==> src/rtl/dfs_pkg.sv <==
package dfs_pkg;

    localparam int PTR_W  = 32;
    localparam int WORD_W = 16;
    localparam int IDX_W  = 4;

    // configuration word fields
    localparam int CFG_EN_BIT  = 0;
    localparam int CNT_LSB     = 8;
    localparam int FLOW_LSB    = 12;

    localparam logic [2:0] FLOW_ARRAY = 3'd4;
    localparam logic [2:0] FLOW_SMALL = 3'd6;
    localparam logic [2:0] FLOW_LARGE = 3'd7;

    typedef enum logic [1:0] {
        MODE_NONE,
        MODE_ARRAY,
        MODE_SMALL,
        MODE_LARGE
    } fmode_e;

    typedef enum logic [3:0] {
        EL_NPL,
        EL_NPH,
        EL_SAL,
        EL_SAH,
        EL_CFG,
        EL_XCNT,
        EL_XMOD,
        EL_YCNT,
        EL_YMOD
    } elem_e;

    typedef struct packed {
        logic [PTR_W-1:0]  next_ptr;
        logic [PTR_W-1:0]  start_addr;
        logic [WORD_W-1:0] x_cnt;
        logic [WORD_W-1:0] x_mod;
        logic [WORD_W-1:0] y_cnt;
        logic [WORD_W-1:0] y_mod;
    } wregs_t;

    function automatic fmode_e flow_to_mode(input logic [2:0] flow);
        case (flow)
            FLOW_ARRAY: return MODE_ARRAY;
            FLOW_SMALL: return MODE_SMALL;
            FLOW_LARGE: return MODE_LARGE;
            default:    return MODE_NONE;
        endcase
    endfunction

endpackage

==> src/rtl/dfs_elem_map.sv <==
module dfs_elem_map
    import dfs_pkg::*;
(
    input  fmode_e           mode,
    input  logic [IDX_W-1:0] idx,
    input  logic [IDX_W-1:0] nsize,
    output elem_e            kind,
    output logic [IDX_W-1:0] count
);
    localparam logic [IDX_W-1:0] MAX_ARRAY = IDX_W'(7);
    localparam logic [IDX_W-1:0] MAX_SMALL = IDX_W'(8);
    localparam logic [IDX_W-1:0] MAX_LARGE = IDX_W'(9);

    logic [IDX_W-1:0] pos;
    logic [IDX_W-1:0] lim;

    always_comb begin
        case (mode)
            MODE_ARRAY: begin pos = idx + IDX_W'(2); lim = MAX_ARRAY; end
            MODE_SMALL: begin
                pos = (idx == '0) ? '0 : idx + IDX_W'(1);
                lim = MAX_SMALL;
            end
            MODE_LARGE: begin pos = idx; lim = MAX_LARGE; end
            default:    begin pos = '0;  lim = '0;        end
        endcase
        kind  = elem_e'(pos);
        count = (nsize > lim) ? lim : nsize;
    end
endmodule

==> src/rtl/dfs_reg_load.sv <==
module dfs_reg_load
    import dfs_pkg::*;
(
    input  wregs_t            cur,
    input  elem_e             kind,
    input  logic [WORD_W-1:0] data,
    input  logic              load,
    output wregs_t            nxt
);
    always_comb begin
        nxt = cur;
        if (load) begin
            case (kind)
                EL_NPL:  nxt.next_ptr[WORD_W-1:0]       = data;
                EL_NPH:  nxt.next_ptr[PTR_W-1:WORD_W]   = data;
                EL_SAL:  nxt.start_addr[WORD_W-1:0]     = data;
                EL_SAH:  nxt.start_addr[PTR_W-1:WORD_W] = data;
                EL_XCNT: nxt.x_cnt = data;
                EL_XMOD: nxt.x_mod = data;
                EL_YCNT: nxt.y_cnt = data;
                EL_YMOD: nxt.y_mod = data;
                default: ;
            endcase
        end
    end
endmodule

==> src/rtl/dfs_fetch_seq.sv <==
module dfs_fetch_seq
    import dfs_pkg::*;
#(
    parameter int STEP = 2
) (
    input  logic              clk,
    input  logic              rst_n,
    input  logic              cfg_wr,
    input  logic [WORD_W-1:0] cfg_wdata,
    input  logic              ptr_wr,
    input  logic              ptr_sel,
    input  logic [PTR_W-1:0]  ptr_wdata,
    output logic              mem_req,
    output logic [PTR_W-1:0]  mem_addr,
    input  logic [WORD_W-1:0] mem_rdata,
    input  logic              mem_valid,
    output logic              busy,
    output logic              xfer_start,
    output logic [WORD_W-1:0] cfg_out,
    output logic [PTR_W-1:0]  next_ptr,
    output logic [PTR_W-1:0]  curr_ptr,
    output logic [PTR_W-1:0]  start_addr,
    output logic [WORD_W-1:0] x_count,
    output logic [WORD_W-1:0] x_modify,
    output logic [WORD_W-1:0] y_count,
    output logic [WORD_W-1:0] y_modify
);
    localparam logic [PTR_W-1:0] PTR_STEP = PTR_W'(STEP);

    typedef enum logic {S_IDLE, S_FETCH} st_e;

    typedef struct packed {
        st_e               st;
        logic [PTR_W-1:0]  curr;
        logic [WORD_W-1:0] cfg;
        logic [WORD_W-1:0] cfg_sh;
        logic              cfg_got;
        logic [IDX_W-1:0]  idx;
        logic [IDX_W-1:0]  cnt;
        fmode_e            mode;
        wregs_t            w;
        logic              xfer;
    } ctl_t;

    ctl_t s_q, s_d;

    fmode_e           wr_mode;
    elem_e            wr_kind_unused;
    logic [IDX_W-1:0] wr_count;
    elem_e            cur_kind;
    logic [IDX_W-1:0] cur_count_unused;
    wregs_t           w_loaded;
    logic [WORD_W-1:0] fin_cfg;

    assign wr_mode = flow_to_mode(cfg_wdata[FLOW_LSB +: 3]);

    dfs_elem_map u_map_wr (
        .mode  (wr_mode),
        .idx   ('0),
        .nsize (cfg_wdata[CNT_LSB +: IDX_W]),
        .kind  (wr_kind_unused),
        .count (wr_count)
    );

    dfs_elem_map u_map_cur (
        .mode  (s_q.mode),
        .idx   (s_q.idx),
        .nsize (s_q.cnt),
        .kind  (cur_kind),
        .count (cur_count_unused)
    );

    dfs_reg_load u_load (
        .cur  (s_q.w),
        .kind (cur_kind),
        .data (mem_rdata),
        .load (mem_valid),
        .nxt  (w_loaded)
    );

    always_comb begin
        s_d      = s_q;
        s_d.xfer = 1'b0;
        fin_cfg  = s_q.cfg_got ? s_q.cfg_sh : s_q.cfg;
        case (s_q.st)
            S_IDLE: begin
                if (ptr_wr) begin
                    if (ptr_sel) s_d.curr       = ptr_wdata;
                    else         s_d.w.next_ptr = ptr_wdata;
                end
                if (cfg_wr) begin
                    s_d.cfg     = cfg_wdata;
                    s_d.cfg_got = 1'b0;
                    if (cfg_wdata[CFG_EN_BIT]) begin
                        if (wr_count != '0) begin
                            s_d.st   = S_FETCH;
                            s_d.idx  = '0;
                            s_d.cnt  = wr_count;
                            s_d.mode = wr_mode;
                            if (wr_mode == MODE_SMALL || wr_mode == MODE_LARGE)
                                s_d.curr = s_d.w.next_ptr;
                        end else begin
                            s_d.xfer = 1'b1;
                        end
                    end
                end
            end
            S_FETCH: begin
                if (mem_valid) begin
                    s_d.w    = w_loaded;
                    s_d.curr = s_q.curr + PTR_STEP;
                    s_d.idx  = s_q.idx + IDX_W'(1);
                    if (cur_kind == EL_CFG) begin
                        s_d.cfg_sh  = mem_rdata;
                        s_d.cfg_got = 1'b1;
                        fin_cfg     = mem_rdata;
                    end
                    if (s_q.idx == s_q.cnt - IDX_W'(1)) begin
                        s_d.st   = S_IDLE;
                        s_d.cfg  = fin_cfg;
                        s_d.xfer = fin_cfg[CFG_EN_BIT];
                    end
                end
            end
            default: s_d.st = S_IDLE;
        endcase
    end

    always_ff @(posedge clk or negedge rst_n) begin
        if (!rst_n) begin
            s_q <= '0;
        end else begin
            s_q <= s_d;
        end
    end

    assign busy       = (s_q.st == S_FETCH);
    assign mem_req    = busy;
    assign mem_addr   = s_q.curr;
    assign xfer_start = s_q.xfer;
    assign cfg_out    = s_q.cfg;
    assign next_ptr   = s_q.w.next_ptr;
    assign curr_ptr   = s_q.curr;
    assign start_addr = s_q.w.start_addr;
    assign x_count    = s_q.w.x_cnt;
    assign x_modify   = s_q.w.x_mod;
    assign y_count    = s_q.w.y_cnt;
    assign y_modify   = s_q.w.y_mod;

endmodule

==> config.mk <==
export PLATFORM = sky130hd
export DESIGN_NAME = dfs_fetch_seq
export DESIGN_NICKNAME = d
export VERILOG_FILES = /design/src/rtl/dfs_pkg.sv /design/src/rtl/dfs_elem_map.sv /design/src/rtl/dfs_reg_load.sv /design/src/rtl/dfs_fetch_seq.sv
export SDC_FILE = /design/constraint.sdc
export NUM_CORES = 1
export LEC_CHECK = 0
export ABC_AREA = 1
export BUFFER_PORTS_ARGS = -buffer_cell sky130_fd_sc_hd__buf_4
export CORE_MARGIN = 4
export CORE_UTILIZATION = 35
export DETAILED_ROUTE_END_ITERATION = 10
export SLEW_MARGIN = 40
export SYNTH_ARGS = -nofsm -noshare
export SYNTH_HDL_FRONTEND = slang
export SYNTH_SLANG_ARGS = --single-unit
==> constraint.sdc <==
create_clock -name clk -period 2.4 [get_ports clk]
set_input_delay 0.6 -clock clk [delete_from_list [all_inputs] [get_ports clk]]
set_output_delay 0.6 -clock clk [all_outputs]
set_load 0.02 [all_outputs]
# After elaboration in Yosys (flattened, before gate mapping)
# Index checks and enable logic that the tools add are counted.
dict set report classes {
  div 0
  mul 0
  magnitude_cmp 1
  n_bitwise 1
  mux 39
  eq_ne 27
  add_sub_neg 4
  shifts 0
  n_reduce_logical 18
}
# operator count
set ops {}
lappend ops {{$mux 16} 11}
lappend ops {{$mux 32} 5}
lappend ops {{$mux 129} 1}
lappend ops {{$pmux 49 s2} 1}
lappend ops {{$mux 70} 1}
lappend ops {{$mux 33} 2}
lappend ops {{$pmux 32 s2} 1}
lappend ops {{$mux 49} 1}
lappend ops {{$add 32x2->32 const B} 1}
lappend ops {{$reduce_and 3->1} 9}
lappend ops {{$pmux 4 s3} 2}
lappend ops {{$mux 10} 2}
lappend ops {{$mux 17} 1}
lappend ops {{$eq 4x3->1 const B} 4}
lappend ops {{$reduce_and 4->1} 3}
lappend ops {{$mux 11} 1}
lappend ops {{$pmux 5 s2} 1}
lappend ops {{$eq 3x3->1 const B} 3}
lappend ops {{$eq 2x2->1 const B} 4}
lappend ops {{$eq 4x2->1 const B} 2}
lappend ops {{$logic_not 4->1} 2}
lappend ops {{$mux 4} 2}
lappend ops {{$ne 2x1->1 const B} 4}
lappend ops {{$ne 2x2->1 const B} 4}
lappend ops {{16 further kinds} 22}
dict set report totals {
  register_bits 205
  elab_cells 108
  romBits 0
  latch_bits 0
  output_inout_bits 211
  mem_bits_rw 0
  n_memories 0
}

# Depth between registers and ports, before layout
dict set report logic_depth {
  depth_word 11
  ltp_mapped 21
  depth_no_buf 20
}

# Cells and area by module
# A second synthesis with hierarchy kept.
dict set report hier_totals {
  cells_unflattened 2315
  area_unflattened_um2 15125.8
}
# module instances area_per_inst_um2 seq_area_each_um2 cells_per_inst
set by_module_without_submodules {}
lappend by_module_without_submodules {dfs_fetch_seq 1 12485.7 5129.9 1743}
lappend by_module_without_submodules {dfs_reg_load 1 1996.9 0.0 454}
lappend by_module_without_submodules {dfs_elem_map 2 321.6 0.0 59}

# Least setup slack after synthesis
# Ideal clock, no wire load.
dict set report synth_timing {
  kind {input to register}
  from {input cfg_wdata[14]}
  to {register s_q, in the netlist curr_ptr[21]}
  n_path_buf 3
  arrival_ns 2.437
  required_ns 2.276
  cell_stages 17
  slack_ns -0.161
  path_cell_list {nand2_2 > clkbuf_1 > ha_1 > nand2_1 > inv_1 > nand3_1 > nand2_1 > nand2_1 > nand2_1 > nor2_1 > nand2_2 > buf_6 > nand3_2 > buf_2 > nand2_1 > nand3_1 > nand3_1}
}
dict set report synth_between {
  elab_chain_len 11
  word_cells_on_any_way 17
  cone_classes {order compare (1); eq/ne (6); mux (8); reduce/logical (2)}
}
# element line_no
set synth_rtl {}
lappend synth_rtl {{start: declaration} dfs_fetch_seq.sv:9} ;# input logic [WORD_W-1:0] cfg_wdata,
lappend synth_rtl {{$eq 3x3->1} dfs_pkg.sv:45} ;# case (flow)
lappend synth_rtl {{$pmux 2 s3 *} dfs_pkg.sv:45}
lappend synth_rtl {{$eq 2x2->1 or $eq 2x1->1 (tied branches)} {dfs_elem_map.sv:18, dfs_fetch_seq.sv:100}}
lappend synth_rtl {{$pmux 4 s3} dfs_elem_map.sv:18} ;# case (mode)
lappend synth_rtl {{$gt 4x4->1} dfs_elem_map.sv:28} ;# count = (nsize > lim) ? lim : nsize;
lappend synth_rtl {{$mux 4} dfs_elem_map.sv:28}
lappend synth_rtl {{$reduce_bool 4->1} dfs_fetch_seq.sv:95} ;# if (wr_count != '0) begin
lappend synth_rtl {{$mux 33 *} dfs_fetch_seq.sv:95}
lappend synth_rtl {{$mux 33 *} dfs_fetch_seq.sv:94} ;# if (cfg_wdata[CFG_EN_BIT]) begin
lappend synth_rtl {{$mux 49 *} dfs_fetch_seq.sv:91} ;# if (cfg_wr) begin
lappend synth_rtl {{$pmux 49 s2 *} dfs_fetch_seq.sv:85} ;# case (s_q.st)
lappend synth_rtl {{end signal: assignment} dfs_fetch_seq.sv:131} ;# s_q <= '0;
lappend synth_rtl {{end signal: assignment} dfs_fetch_seq.sv:133} ;# s_q <= s_d;
lappend synth_rtl {{end: declaration} dfs_fetch_seq.sv:45} ;# ctl_t s_q, s_d;
# Every way passes the cells marked *; elsewhere a longest branch is shown, timed or not. The select of a mux whose other input is x is not followed.
# A chain may end at the register's enable or synchronous reset.

# Worst setup path after layout
dict set report layout_timing {
  from {register s_q[135] (netlist name)}
  to {register s_q, in the netlist cfg_out[10]}
}
dict set report layout_between {
  elab_chain_len 8
  word_cells_on_any_way 14
  cone_classes {add/sub (2); eq/ne (4); mux (6); reduce/logical (2)}
}
# element line_no
set layout_rtl {}
lappend layout_rtl {{$add 4x1->4 or $logic_not 4->1 (tied branches)} dfs_elem_map.sv:21} ;# pos = (idx == '0) ? '0 : idx + IDX_W'(1);
lappend layout_rtl {{$mux 4} dfs_elem_map.sv:21}
lappend layout_rtl {{$pmux 4 s3} dfs_elem_map.sv:18}
lappend layout_rtl {{$eq 4x3->1} dfs_fetch_seq.sv:113} ;# if (cur_kind == EL_CFG) begin
lappend layout_rtl {{$mux 16} dfs_fetch_seq.sv:113}
lappend layout_rtl {{$mux 16} dfs_fetch_seq.sv:118} ;# if (s_q.idx == s_q.cnt - IDX_W'(1)) begin
lappend layout_rtl {{$mux 70} dfs_fetch_seq.sv:109} ;# if (mem_valid) begin
lappend layout_rtl {{$pmux 49 s2} dfs_fetch_seq.sv:85}
# Several ways; a longest one is shown, not always the timed one. The select of a mux whose other input is x is not followed.

==> summary.txt <==
Run status
  – Status: completed

Global route
  – Remaining global-route overflow: 0
  – First-pass GRT wire length: 62600 um
  – Initial antenna violation count: 2
  – Vias in the first global route: 10350
  – Total GRT Usage: 0.207
  – Largest net degree at the start of global routing: 73

Detailed routing
  – ANT nets after route: 0
  – DRT Pass-1 Iters: 5
  – Via density: 5.00
  – Routed length per instance: 19.0 um
  – Routed WL: 41000 um
  – Total number of vias: 10789
  – Initial DRC Count: 689
  – DRC viols: 0

Final layout
  – Layout area overhead: 18.5%
  – Nets@finish: 1765
  – Share of layout cells above drive strength 1: 0.258
  – Post-Layout Cell Count: 2159
  – # diodes: 0

Critical path
  – Critical Path AT: 2.70 ns
  – Crit path kind: reg2reg
  – R2R Path End: cfg_out[10]
  – Reg2reg setup slack: 0.17 ns
  – Crit. End Element: register
  – Critical path required time: 2.86 ns
  – Reg-to-Reg Start: s_q[135]
  – Critical path startpoint category: register
  – Reg2Reg Depth: 12
  – Crit Path Max Fanout: 16

Floorplanning
  – # rows: 68
  – DIE WIDTH: 195 um
  – Core ar.: 34600 um^2
  – Initial core utilization: 0.355
  – Die Y: 195 um
  – DIE AREA: 38200 um^2
  – # IOs: 281

Timing
  – Post-route minimum period: 2.23 ns
  – Setup TNS: 0 ns
  – Least-Margin Pin Slew: 0.521 ns
  – RSZ-0062 raised after global routing: no
  – Hold Fails Final Rpt: 0
  – Final setup vio count: 0
  – Fin crit share: 0.931
  – Fmax: 447 MHz
  – Skew final: 0.0116 ns
  – Max-slew headroom: 0.652
  – Final setup margin: 0.165 ns
  – Final Max Tran Viols: 0

Clocking
  – TritonCTS buffer count: 25
  – Max Root-Sink Buffers: 3
  – CTS Sinks: 205
  – TritonCTS clock tree: built
  – Clk_lat worst skew: 0.53 ns
  – Worst-path clk slew: 0.06 ns
  – H-tree depth: 1
  – Clock root buffer: clkbuf_16

Yosys
  – Syn Inst Count: 1587
  – Ys flop type: dfrtp_1
  – Post-synth EDFFs: 0
  – Mean Syn Cell Area: 7.74 um^2
  – Share of the synthesized area in the top cell type: 0.418
  – Main area contributors after synthesis: dfrtp_1 (42%), buf_4 (13%), nand2_1 (12%)
  – Cell taking the most area after synthesis: dfrtp_1
  – Syn nets: 1666
  – Yosys cell types: 43
  – Synthesized cell area: 12300 um^2
  – Ys Warns: 0
  – Synthesis-stage register bit count: 205
  – Sequential share of the synthesized area: 0.418
  – Synth async-reset ratio: 1.00

Worst hold path
  – Hold Startpoint: mem_rdata[2]
  – Worst Hold End: s_q[142]
  – Hold Path Depth: 3
  – Hold Path Class: in2reg

Placement
  – Place WS: -0.316 ns
  – DPL Wire Length: 30400 um
  – Placed insts: 2112
  – Port Buf Inserts: 280
  – Final GP Congestion: 0.911

Power and ir drop
  – Pwr per Cell Area: 1380 nW/um^2
  – Leak pwr: 7.54 nW
  – Max VDD drop: 0.791 mV

Run
  – Max-cap viol count: 0
==> critical path, cell delays in order, from the launching register on <==
cell and delay (ns):
dfrtp_1 0.47, inv_2 0.14, ha_1 0.17, nand2_2 0.07, o21bai_4 0.20, o21ai_2 0.12, nor2_4 0.16, nand3_4 0.16
nand3_2 0.13, inv_4 0.09, nor2_8 0.24, nand2_1 0.12, nand2_1 0.07
==> final cells by class <==
class / instances / area, um^2
tap: 455 / 569
inverter: 120 / 455
clock inverter: 6 / 71.3
clock buffer: 39 / 748
timing repair buffer: 349 / 2750
fill: 3487 / 20100
sequential: 205 / 5130
multi-input combinational: 985 / 4830
==> through the flow <==
| step | power (mW) | hold WS [ns] | area (um^2) | util |
|---|---|---|---|---|
| after floorplan | 14.0 | 0.304 | 12300 | - |
| after global placement | 16.1 | 0.454 | 13700 | 0.396 |
| after detailed placement | 16.3 | 0.461 | 13700 | 0.396 |
| after CTS | 20.1 | 0.329 | 14500 | 0.420 |
| after global routing | 21.4 | 0.339 | 14600 | 0.421 |
| final | 20.1 | 0.347 | 14600 | 0.421 |
==> cells in the mapped netlist, types with 2 or more instances <==
| library cell | count |
|---|---|
| nand2_1 | 397 |
| buf_4 | 213 |
| dfrtp_1 | 205 |
| o21ai_0 | 185 |
| inv_1 | 109 |
| nor2_1 | 93 |
| nand3_1 | 80 |
| a21oi_1 | 73 |
| clkbuf_1 | 34 |
| nand4_1 | 27 |
| buf_2 | 20 |
| o21ai_1 | 17 |
| mux2i_1 | 15 |
| o211ai_1 | 15 |
| mux2_2 | 13 |
| ha_1 | 9 |
| o22ai_1 | 9 |
| buf_1 | 7 |
| inv_2 | 7 |
| nor3_1 | 7 |
| nand2_2 | 6 |
| o21ai_2 | 6 |
| nand3_2 | 5 |
| xor2_1 | 5 |
| buf_6 | 3 |
| nor4_1 | 3 |
| xnor2_1 | 3 |
| clkinv_1 | 2 |
| inv_4 | 2 |
| nor2_2 | 2 |
| nor2_4 | 2 |
| nor3_2 | 2 |
==> per-layer routing <==
layer,up-vias,share of wire,track usage,routed length (um)
li1,5164,-,-,-
met1,5155,0.45,0.294,18500
met2,411,0.46,0.333,18700
met3,55,0.068,0.0323,2800
met4,4,0.023,0.0486,927
met5,-,0.00061,0,25
==> flip-flops by register name, indices dropped and copies added (netlist names) <==
name,flops
next_ptr,32
busy,1
x_count,16
y_count,16
start_addr,32
curr_ptr,32
x_modify,16
y_modify,16
cfg_out,16
s_q,27
xfer_start,1
==> logic make-up (layout without fill, tap and decap cells) <==
kind of cell / after synthesis / after routing / share of synthesized area
simple gates: 628 / 628 / 0.217
mux: 28 / 28 / 0.0241
flops: 205 / 205 / 0.418
buf+inv: 397 / 514 / 0.191
fa+ha+maj: 9 / 9 / 0.00917
compound gates: 312 / 312 / 0.136
xor+xnor: 8 / 8 / 0.00570
==> worst max-delay path by stage <==
stage	start	endpoint	slack (ns)	cells after the start
6_report	s_q[135]	cfg_out[10]	0.17	12
5_1_grt	cfg_wdata[12]	s_q[132]	0.01	18
4_1_cts	s_q[131]	cfg_out[10]	0.08	10
3_5_place_dp	cfg_wdata[12]	curr_ptr[2]	-0.32	18
3_3_place_gp	cfg_wdata[12]	curr_ptr[2]	-0.21	18
2_1_floorplan	cfg_wdata[14]	curr_ptr[21]	0.01	18
==> power breakdown <==
group | switching [mW] | internal, mW | total (mW)
Sequential | 1.37 | 5.01 | 6.39
Clock | 1.52 | 2.25 | 3.77
Combinational | 6.03 | 3.88 | 9.91
Total | 8.92 | 11.1 | 20.1
==> layout by cell type (no fill, tap or decap), drive strengths merged, types with 2 or more instances in the layout <==
cell	synthesis	final
xor2	5	5
nor4	3	3
o211ai	15	15
ha	9	9
mux2	13	13
buf	243	347
clkinvlp	0	2
nand2	403	403
nor2	98	98
dfrtp	205	205
mux2i	15	15
inv	118	120
o22ai	9	9
a21oi	74	74
o21ai	209	209
nand3	86	86
xnor2	3	3
clkinv	2	3
clkbuf	34	40
nor3	9	9
nand4	28	28
==> repair_timing <==
item | 4_1_cts | 5_1_grt
setup buffers | 0 | 1
hold buffers | 1 | 0
setup endpoints to repair | 0 | 17
gates resized for setup | 0 | 2
endpoints found under the hold margin | 23 | 0
(Power assumes the default switching activity.)
